### src/rtl/vram_init_pkg.sv
package vram_init_pkg;

  typedef enum logic [2:0] {
    CYC_NONE      = 3'd0,
    CYC_RAS_ONLY  = 3'd1,
    CYC_CBR       = 3'd2,
    CYC_XFER_READ = 3'd3,
    CYC_SER_CLK   = 3'd4,
    CYC_STOP_SET  = 3'd5
  } cyc_kind_e;

  typedef enum logic [1:0] {
    PH_PORT,
    PH_XFER,
    PH_SERIAL,
    PH_STOP
  } phase_e;

  typedef enum logic [1:0] {
    ST_PAUSE,
    ST_ISSUE,
    ST_WAIT,
    ST_DONE
  } seq_state_e;

  typedef struct packed {
    logic pauseInc;
    logic cntInc;
    logic cntClr;
  } seq_strobe_t;

endpackage

### src/rtl/vram_init_datapath.sv
module vram_init_datapath
  import vram_init_pkg::*;
#(
  parameter int PAUSE_CYCLES = 20,
  parameter int PAUSE_W      = 5,
  parameter int CNT_W        = 4
) (
  input  logic             clk,
  input  logic             rst,
  input  seq_strobe_t      strb,
  input  logic [CNT_W-1:0] lastIdx,
  output logic             pauseEnd,
  output logic             cntLast
);

  localparam logic [PAUSE_W-1:0] PauseLast = PAUSE_W'(PAUSE_CYCLES - 1);

  logic [PAUSE_W-1:0] pauseCnt;
  logic [CNT_W-1:0]   cycCnt;

  always_ff @(posedge clk) begin
    if (rst) pauseCnt <= '0;
    else if (strb.pauseInc) pauseCnt <= pauseCnt + 1'b1;
  end

  always_ff @(posedge clk) begin
    if (rst || strb.cntClr) cycCnt <= '0;
    else if (strb.cntInc) cycCnt <= cycCnt + 1'b1;
  end

  assign pauseEnd = (pauseCnt == PauseLast);
  assign cntLast  = (cycCnt == lastIdx);

  AST_PAUSE_IN_RANGE: assert property (@(posedge clk) disable iff (rst)
    pauseCnt <= PauseLast) else $error("pause counter overran");

  AST_NO_COUNT_PAST_LAST: assert property (@(posedge clk) disable iff (rst)
    strb.cntInc |-> !cntLast) else $error("cycle counter stepped past limit");

  AST_PAUSE_FROZEN_AT_END: assert property (@(posedge clk) disable iff (rst)
    pauseEnd |-> !strb.pauseInc) else $error("pause counter kept running");

endmodule

### src/rtl/vram_init_control.sv
module vram_init_control
  import vram_init_pkg::*;
#(
  parameter int PORT_INIT_COUNT = 8,
  parameter int SERIAL_PULSES   = 2,
  parameter bit USE_CBR_INIT    = 1'b0,
  parameter int CNT_W           = 4
) (
  input  logic             clk,
  input  logic             rst,
  input  logic             cycAck,
  input  logic             pauseEnd,
  input  logic             cntLast,
  output seq_strobe_t      strb,
  output logic [CNT_W-1:0] lastIdx,
  output logic             cycReq,
  output logic [2:0]       cycType,
  output logic             initDone
);

  localparam cyc_kind_e PortKind = USE_CBR_INIT ? CYC_CBR : CYC_RAS_ONLY;

  seq_state_e state, stateNext;
  phase_e     phase, phaseNext;

  always_ff @(posedge clk) begin
    if (rst) begin
      state <= ST_PAUSE;
      phase <= PH_PORT;
    end else begin
      state <= stateNext;
      phase <= phaseNext;
    end
  end

  always_comb begin
    stateNext = state;
    phaseNext = phase;
    strb      = '0;
    unique case (state)
      ST_PAUSE: begin
        if (pauseEnd) stateNext = ST_ISSUE;
        else strb.pauseInc = 1'b1;
      end
      ST_ISSUE: stateNext = ST_WAIT;
      ST_WAIT: begin
        if (cycAck) begin
          if (cntLast) begin
            strb.cntClr = 1'b1;
            unique case (phase)
              PH_PORT:   begin phaseNext = PH_XFER;   stateNext = ST_ISSUE; end
              PH_XFER:   begin phaseNext = PH_SERIAL; stateNext = ST_ISSUE; end
              PH_SERIAL: begin phaseNext = PH_STOP;   stateNext = ST_ISSUE; end
              default:   stateNext = ST_DONE;
            endcase
          end else begin
            strb.cntInc = 1'b1;
            stateNext   = ST_ISSUE;
          end
        end
      end
      default: stateNext = ST_DONE;
    endcase
  end

  always_comb begin
    unique case (phase)
      PH_PORT:   lastIdx = CNT_W'(PORT_INIT_COUNT - 1);
      PH_SERIAL: lastIdx = CNT_W'(SERIAL_PULSES - 1);
      default:   lastIdx = '0;
    endcase
  end

  always_comb begin
    cyc_kind_e kind;
    unique case (phase)
      PH_PORT:   kind = PortKind;
      PH_XFER:   kind = CYC_XFER_READ;
      PH_SERIAL: kind = CYC_SER_CLK;
      default:   kind = CYC_STOP_SET;
    endcase
    cycType = (state == ST_ISSUE) ? kind : CYC_NONE;
  end

  assign cycReq   = (state == ST_ISSUE);
  assign initDone = (state == ST_DONE);

  AST_REQ_SINGLE_CLOCK: assert property (@(posedge clk) disable iff (rst)
    cycReq |=> !cycReq) else $error("request longer than one clock");

  AST_REQ_HAS_KIND: assert property (@(posedge clk) disable iff (rst)
    cycReq |-> cycType != 3'd0) else $error("request without kind");

  AST_DONE_STICKS: assert property (@(posedge clk) disable iff (rst)
    initDone |=> initDone) else $error("done dropped");

  AST_QUIET_WHEN_DONE: assert property (@(posedge clk) disable iff (rst)
    initDone |-> !cycReq) else $error("request after done");

  AST_DONE_AFTER_STOP: assert property (@(posedge clk) disable iff (rst)
    $rose(initDone) |-> $past(cycAck) && $past(phase == PH_STOP)) else $error("done without stop ack");

  AST_RESET_CLEARS: assert property (@(posedge clk)
    rst |=> !cycReq && !initDone) else $error("reset left outputs active");

endmodule

### src/rtl/vram_bringup_seq.sv
module vram_bringup_seq
  import vram_init_pkg::*;
#(
  parameter int PAUSE_CYCLES    = 20,
  parameter int PORT_INIT_COUNT = 8,
  parameter int SERIAL_PULSES   = 2,
  parameter bit USE_CBR_INIT    = 1'b0
) (
  input  logic       clk,
  input  logic       rst,
  input  logic       cycAck,
  output logic       cycReq,
  output logic [2:0] cycType,
  output logic       initDone
);

  localparam int MaxRun  = (PORT_INIT_COUNT > SERIAL_PULSES) ? PORT_INIT_COUNT : SERIAL_PULSES;
  localparam int CntW    = (MaxRun > 1) ? $clog2(MaxRun) : 1;
  localparam int PauseW  = (PAUSE_CYCLES > 1) ? $clog2(PAUSE_CYCLES) : 1;

  seq_strobe_t     strb;
  logic [CntW-1:0] lastIdx;
  logic            pauseEnd;
  logic            cntLast;

  vram_init_control #(
    .PORT_INIT_COUNT(PORT_INIT_COUNT),
    .SERIAL_PULSES  (SERIAL_PULSES),
    .USE_CBR_INIT   (USE_CBR_INIT),
    .CNT_W          (CntW)
  ) u_ctrl (
    .clk     (clk),
    .rst     (rst),
    .cycAck  (cycAck),
    .pauseEnd(pauseEnd),
    .cntLast (cntLast),
    .strb    (strb),
    .lastIdx (lastIdx),
    .cycReq  (cycReq),
    .cycType (cycType),
    .initDone(initDone)
  );

  vram_init_datapath #(
    .PAUSE_CYCLES(PAUSE_CYCLES),
    .PAUSE_W     (PauseW),
    .CNT_W       (CntW)
  ) u_dp (
    .clk     (clk),
    .rst     (rst),
    .strb    (strb),
    .lastIdx (lastIdx),
    .pauseEnd(pauseEnd),
    .cntLast (cntLast)
  );

endmodule

### config.mk
export PLATFORM = sky130hd
export DESIGN_NAME = vram_bringup_seq
export DESIGN_NICKNAME = d
export VERILOG_FILES = /design/src/rtl/vram_init_pkg.sv /design/src/rtl/vram_init_datapath.sv /design/src/rtl/vram_init_control.sv /design/src/rtl/vram_bringup_seq.sv
export SDC_FILE = /design/constraint.sdc
export NUM_CORES = 1
export LEC_CHECK = 0
export ABC_AREA = 1
export BUFFER_PORTS_ARGS = -buffer_cell sky130_fd_sc_hd__buf_2
export CAP_MARGIN = 15
export CORE_AREA = 4 4 41 43
export DETAILED_ROUTE_END_ITERATION = 7
export DIE_AREA = 0 0 45 47
export PLACE_DENSITY = 0.77
export RECOVER_POWER = 50
export SYNTH_ARGS = -nofsm -noshare
export SYNTH_HDL_FRONTEND = slang
export SYNTH_SLANG_ARGS = --single-unit
### constraint.sdc
create_clock -name clk -period 2.5 [get_ports clk]
set_clock_uncertainty 0.15 [all_clocks]
set_input_delay 0.5 -clock clk [delete_from_list [all_inputs] [get_ports clk]]
set_output_delay 0.5 -clock clk [all_outputs]
set_load 0.03 [all_outputs]
Word-level counts from Yosys, hierarchy flattened
Index checks and enable logic that the tools add are counted.
{"block": "word_totals", "reg_bits": 12, "output_inout_bits": 5, "elab_cells": 37}
{"block": "op_classes", "n_addsub": 2, "n_eq_ne": 9, "muxes": 15, "n_reduce_logical": 7}
{"op": "2-bit two-way mux", "n": 6}
{"op": "2-bit one-hot mux with 3 select lines", "n": 2}
{"op": "3-bit one-hot mux with 3 select lines", "n": 1}
{"op": "2-bit == test (second input constant)", "n": 3}
{"op": "3-bit one-hot mux with 2 select lines", "n": 1}
{"op": "5-bit by 1-bit adder with 5-bit output (second input constant)", "n": 1}
{"op": "5-bit == test (second input constant)", "n": 1}
{"op": "2-bit by 1-bit == test with 1-bit output (second input constant)", "n": 2}
{"op": "2-bit logical NOT", "n": 2}
{"op": "1-bit two-way mux", "n": 4}
{"op": "2-bit inequality test (second input constant)", "n": 2}
{"op": "4-bit AND reduction", "n": 1}
{"op": "3-bit by 1-bit adder with 3-bit output (second input constant)", "n": 1}
{"op": "3-bit == test", "n": 1}
{"op": "3-bit two-way mux", "n": 1}
{"op": "3-bit nonzero test", "n": 1}
{"op": "3-bit OR reduction", "n": 1}
{"op": "2-bit AND reduction", "n": 1}
{"op": "1-bit logical OR", "n": 1}

Logic depth before layout (Yosys ltp)
{"block": "logic_depth", "ltp_word": 7, "mapped_depth": 9, "depth_no_buf": 9}

By module
Synthesis repeated with hierarchy kept, for this count alone.
{"block": "hier_totals", "hier_cells": 101, "area_unflattened_um2": 708.2}
{"module": "vram_init_datapath", "instances": 1, "cells_per_inst": 50, "area_per_inst_um2": 375.4}
{"module": "vram_init_control", "instances": 1, "cells_per_inst": 51, "area_per_inst_um2": 332.8}

Worst setup path after synthesis
No wires, ideal clock.
{"block": "synth_timing", "path_type": "reg-to-output", "startpoint": "register u_ctrl.state[0]", "endpoint": "output port cycType[0]", "t_arrival_ps": 1435, "required_time_ps": 1850, "slack_ps": 415, "stages_incl_launch_ff": 5, "path_cell_list": "dfxtp_1 > inv_2 > nor2_1 > inv_1 > nor2_1"}
{"block": "synth_between", "elab_chain_len": 2}
{"item": "start, declared", "line_no": "vram_init_control.sv:23", "text": "seq_state_e state, stateNext;"}
{"item": "start signal, assigned", "line_no": "vram_init_control.sv:31", "text": "state <= stateNext;"}
{"item": "2-bit by 1-bit == test with 1-bit output"}
{"item": "net cycReq", "line_no": "vram_bringup_seq.sv:12", "text": "output logic cycReq,"}
{"item": "3-bit two-way mux", "line_no": "vram_init_control.sv:82", "text": "cycType = (state == ST_ISSUE) ? kind : CYC_NONE;"}
{"item": "end, declared", "line_no": "vram_bringup_seq.sv:13", "text": "output logic [2:0] cycType,"}
The timed path passes the listed nets, and every way through them passes these cells.

Worst setup path in the final report
{"block": "layout_timing", "startpoint": "register u_ctrl.phase[0]", "endpoint": "output port cycType[2]"}
{"block": "layout_between", "elab_chain_len": 3}
{"item": "start, declared", "line_no": "vram_init_control.sv:24", "text": "phase_e phase, phaseNext;"}
{"item": "start signal, assigned", "line_no": "vram_init_control.sv:32", "text": "phase <= phaseNext;"}
{"item": "2-bit == test (tied with other cells)", "line_no": "vram_init_control.sv:76", "text": "unique case (phase)"}
{"item": "3-bit one-hot mux with 3 select lines (*)", "line_no": "vram_init_control.sv:76"}
{"item": "3-bit two-way mux (*)", "line_no": "vram_init_control.sv:82"}
Mark *: on every way between the ends. The rest lies on a longest branch, timed or not.

==> summary.md <==
| Metric | Value |
|---|---|
| First-pass DRT Iterations | `4` |
| Flops & latches, synth | `12` |
| Die Wd | `approximately 45 um` |
| Row Count | `13` |
| Num CTS Buffers | `3` |
| IO Port Bufs | `7` |
| Fin Setup TNS | `0 ns` |
| First-pass GRT wire length | `2.42 mm` |
| Mapped Cells | `between 100 and 150` |
| Synth area leader | `dfxtp_1` |
| CP Launch Point | `u_ctrl.phase[0]$_SDFFE_PP0P_` |
| FMAX | `0.505 GHz` |
| Critical Path RT | `~1.9 ns` |
| Slew margin rel. | `around three quarters` |
| Power Total | `about 0.39 mW` |
| Sequential share of the synthesized area | `between 30% and 40%` |
| Worst-path clk slew | `about 0.080 ns` |
| PwrDens | `about 460 nW/um2` |
| Synth top cells by count | `19 x nor2_1, 17 x nand2_1, 14 x inv_1` |
| Most common cell in the synthesized netlist | `nor2_1` |
| Max FO, Critical Path | `4` |
| Initial core utilization | `roughly 58%` |
| H-tree depth | `1` |
| Peak supply drop | `326 uV` |
| Most common cell on crit path | `nor2_1` |
| Ant diodes | `0` |
| WL/cell | `10.6 um` |
| HPWL Detailed | `about 1.1 mm` |
| Mux contribution to synthesized area | `0%` |
| Crit path kind | `reg2out` |
| R2r setup slk | `~0.8 ns` |
| Data arrival, critical path | `1.33 ns` |
| Final ANT Viol Nets | `0` |
| Boundary pin count | `8` |
| Post-synth EDFFs | `0` |
| Synth Area in XOR/XNOR | `~3.5%` |
| Die area | `about 2100 um2` |
| Overall Global Routing Usage | `around 16%` |
| Startpoint types | `flip-flop` |
| Post-Synth Simple-Gate Area | `between 30% and 40%` |
| Setup crit end kind | `primary output` |
| CP top delay family | `flip-flops` |
| Slew @ Worst Pin | `~0.36 ns` |
| RR Endpoint | `u_dp.cycCnt[1]$_SDFFE_PP0P_` |
| Root Driver | `clkbuf_4` |
| Worst hold path class | `in2reg` |
| Layout cell share with drive strength beyond 1 | `between 10% and 20%` |
| First DRT Iteration DRCs | `8` |
| Slew Viols, Final | `0` |
| Worst-path cell chain | `inv_1, ha_1, nor2_1, nor2_1, buf_2` |
| Syn Std Cell Area | `754 um2` |
| Overall die height | `about 47 um` |
| Routed wire length | `about 1.4 mm` |
| Area contributors post-synth | `dfxtp_1 32%, ha_1 13%, nor2_1 9.5%` |
| Worst path buffer plus inverter count | `2` |
| DR DRC count | `0` |
| CTS tree | `done` |
| Vias | `around 660` |
| Post-synth top flop | `dfxtp_1` |
| Synth Area in Compound Gates | `between 7 and 8%` |
| CP max-delay cell | `dfxtp_1` |
| Post-CTS Setup Inserts | `0` |
| Vias/cell | `a little over 5` |
| Pin count of the biggest net entering global routing | `10` |
| RSZ-0062 raised after global routing | `no` |
| CTS Sinks | `12` |
| Syn Area/Cell | `about 7.3 um2` |
| Crit path capture | `cycType[2]` |
| Final net count | `around 130` |
| Cell count along the critical path | `5` |
| GRT overflow | `0` |
| Placer Congestion | `between 0.7 and 0.8` |
| Final core utilization | `64.8%` |
| Max incr delay on CP | `0.38 ns` |
| Cts hold-fix bufs | `0` |
| Status | `finished clean` |
| Worst-Skew Late Latency | `between 0.2 and 0.3 ns` |
| Max clock buf depth | `2` |
| Core Area | `between 1000 and 1500 um2` |
| Syn. warnings | `0` |
| Reg2Reg Launch Point | `u_ctrl.phase[1]$_SDFFE_PP0P_` |
| CTS resizes | `0` |
| Antenna violations before repair | `0` |
| Synth async-reset ratio | `0%` |
| Max-cap viol count | `0` |
| Min Tclk post-route | `between 1.5 and 2 ns` |
| Tcrit/Tclk final | `79.2%` |
| Hold Vio Cnt, Final | `0` |
| Endpoints failing setup | `0` |
| Vias in the first global route | `a little over 600` |
| Yosys top cell area share | `between 30% and 40%` |
| P&R area growth vs syn | `11.8%` |
| Largest family of logic cells by synthesized area | `simple AND/OR/NAND/NOR gates` |
| Reg2Reg Depth | `8` |
| Cell variety after synth | `20` |
| Adder-Cell Fraction of Synth Area | `about an eighth` |
| Static leakage power | `0.409 nW` |
| Synth Net Count | `between 100 and 150` |
## placed cells by master, fill, tap and decap left out, types with 2 or more instances in the layout
| cell type | instances |
|---|---|
| a21oi_1 | 4 |
| o21ai_0 | 4 |
| nor2_1 | 19 |
| ha_1 | 8 |
| xor2_1 | 2 |
| buf_2 | 6 |
| inv_1 | 14 |
| a21oi_2 | 2 |
| nand3_1 | 9 |
| nand2_1 | 17 |
| dfxtp_1 | 12 |
| clkbuf_4 | 3 |
| nand2_2 | 3 |
## worst min path at each step
stage / start / end / slack (ns) / cells past startpoint
5_1_grt: rst / u_dp.pauseCnt[4]$_SDFFE_PP0N_ / 0.25 / 2
3_5_place_dp: u_dp.pauseCnt[4]$_SDFFE_PP0N_ / u_dp.pauseCnt[4]$_SDFFE_PP0N_ / 0.34 / 2
4_1_cts: rst / u_dp.pauseCnt[4]$_SDFFE_PP0N_ / 0.23 / 2
6_report: rst / u_dp.pauseCnt[4]$_SDFFE_PP0N_ / 0.24 / 2
2_1_floorplan: u_dp.pauseCnt[0]$_SDFFE_PP0N_ / u_dp.pauseCnt[0]$_SDFFE_PP0N_ / 0.31 / 2
3_3_place_gp: u_dp.pauseCnt[0]$_SDFFE_PP0N_ / u_dp.pauseCnt[0]$_SDFFE_PP0N_ / 0.32 / 2
## metrics by stage
| step | worst slack (ns) | instance area [um2] | instances | hold slack [ns] |
|---|---|---|---|---|
| after floorplan | 0.415 | 754 | 103 | 0.307 |
| after CTS | 0.520 | 845 | 129 | 0.232 |
| after detailed placement | 0.827 | 808 | 125 | 0.345 |
| after global routing | 0.418 | 843 | 129 | 0.247 |
| after global placement | 0.857 | 808 | 125 | 0.324 |
| final | 0.521 | 843 | 129 | 0.238 |
## flip-flops by register name, indices dropped and copies added (netlist names)
register,flops
u_ctrl.phase,2
u_dp.cycCnt,3
u_ctrl.state,2
u_dp.pauseCnt,5
## metal layers
metal / routed length (um) / up-vias / global-route usage [%]
met5: 0 / - / 0
met4: 36 / 0 / 10.5
met3: 60 / 5 / 2.30
met2: 629 / 12 / 26.8
met1: 640 / 297 / 18.6
li1: - / 344 / -
## layout make-up
cell class / instances / area [um2]
Multi-Input combinational cell: 75 / 454
Sequential cell: 12 / 240
Clock buffer: 4 / 36.3
Fill cell: 125 / 458
Timing Repair Buffer: 7 / 33.8
Inverter: 16 / 60.1
Tap cell: 15 / 18.8
## cells by family after synthesis
logic type / after synthesis
adder cells (fa/ha/maj): 8
flip-flops: 12
AO/OA/AOI/OAI: 10
buffers and inverters: 16
XOR/XNOR: 3
AND/OR/NAND/NOR: 54
## worst register-to-register path: stages, from the launching register on
cell     delay (ns)
dfxtp_1        0.41
inv_1          0.10
ha_1           0.24
o21ai_0        0.23
nand2_2        0.13
nand2_2        0.11
nand2_1        0.07
nand2_1        0.08
a21oi_2        0.05
## where the power goes
part           total, mW  switching (mW)  internal, mW
logic             0.0238          0.0146       0.00921
registers          0.207         0.00779         0.199
clock network      0.159          0.0702        0.0887
No activity file was read; power rests on OpenSTA's default activity.
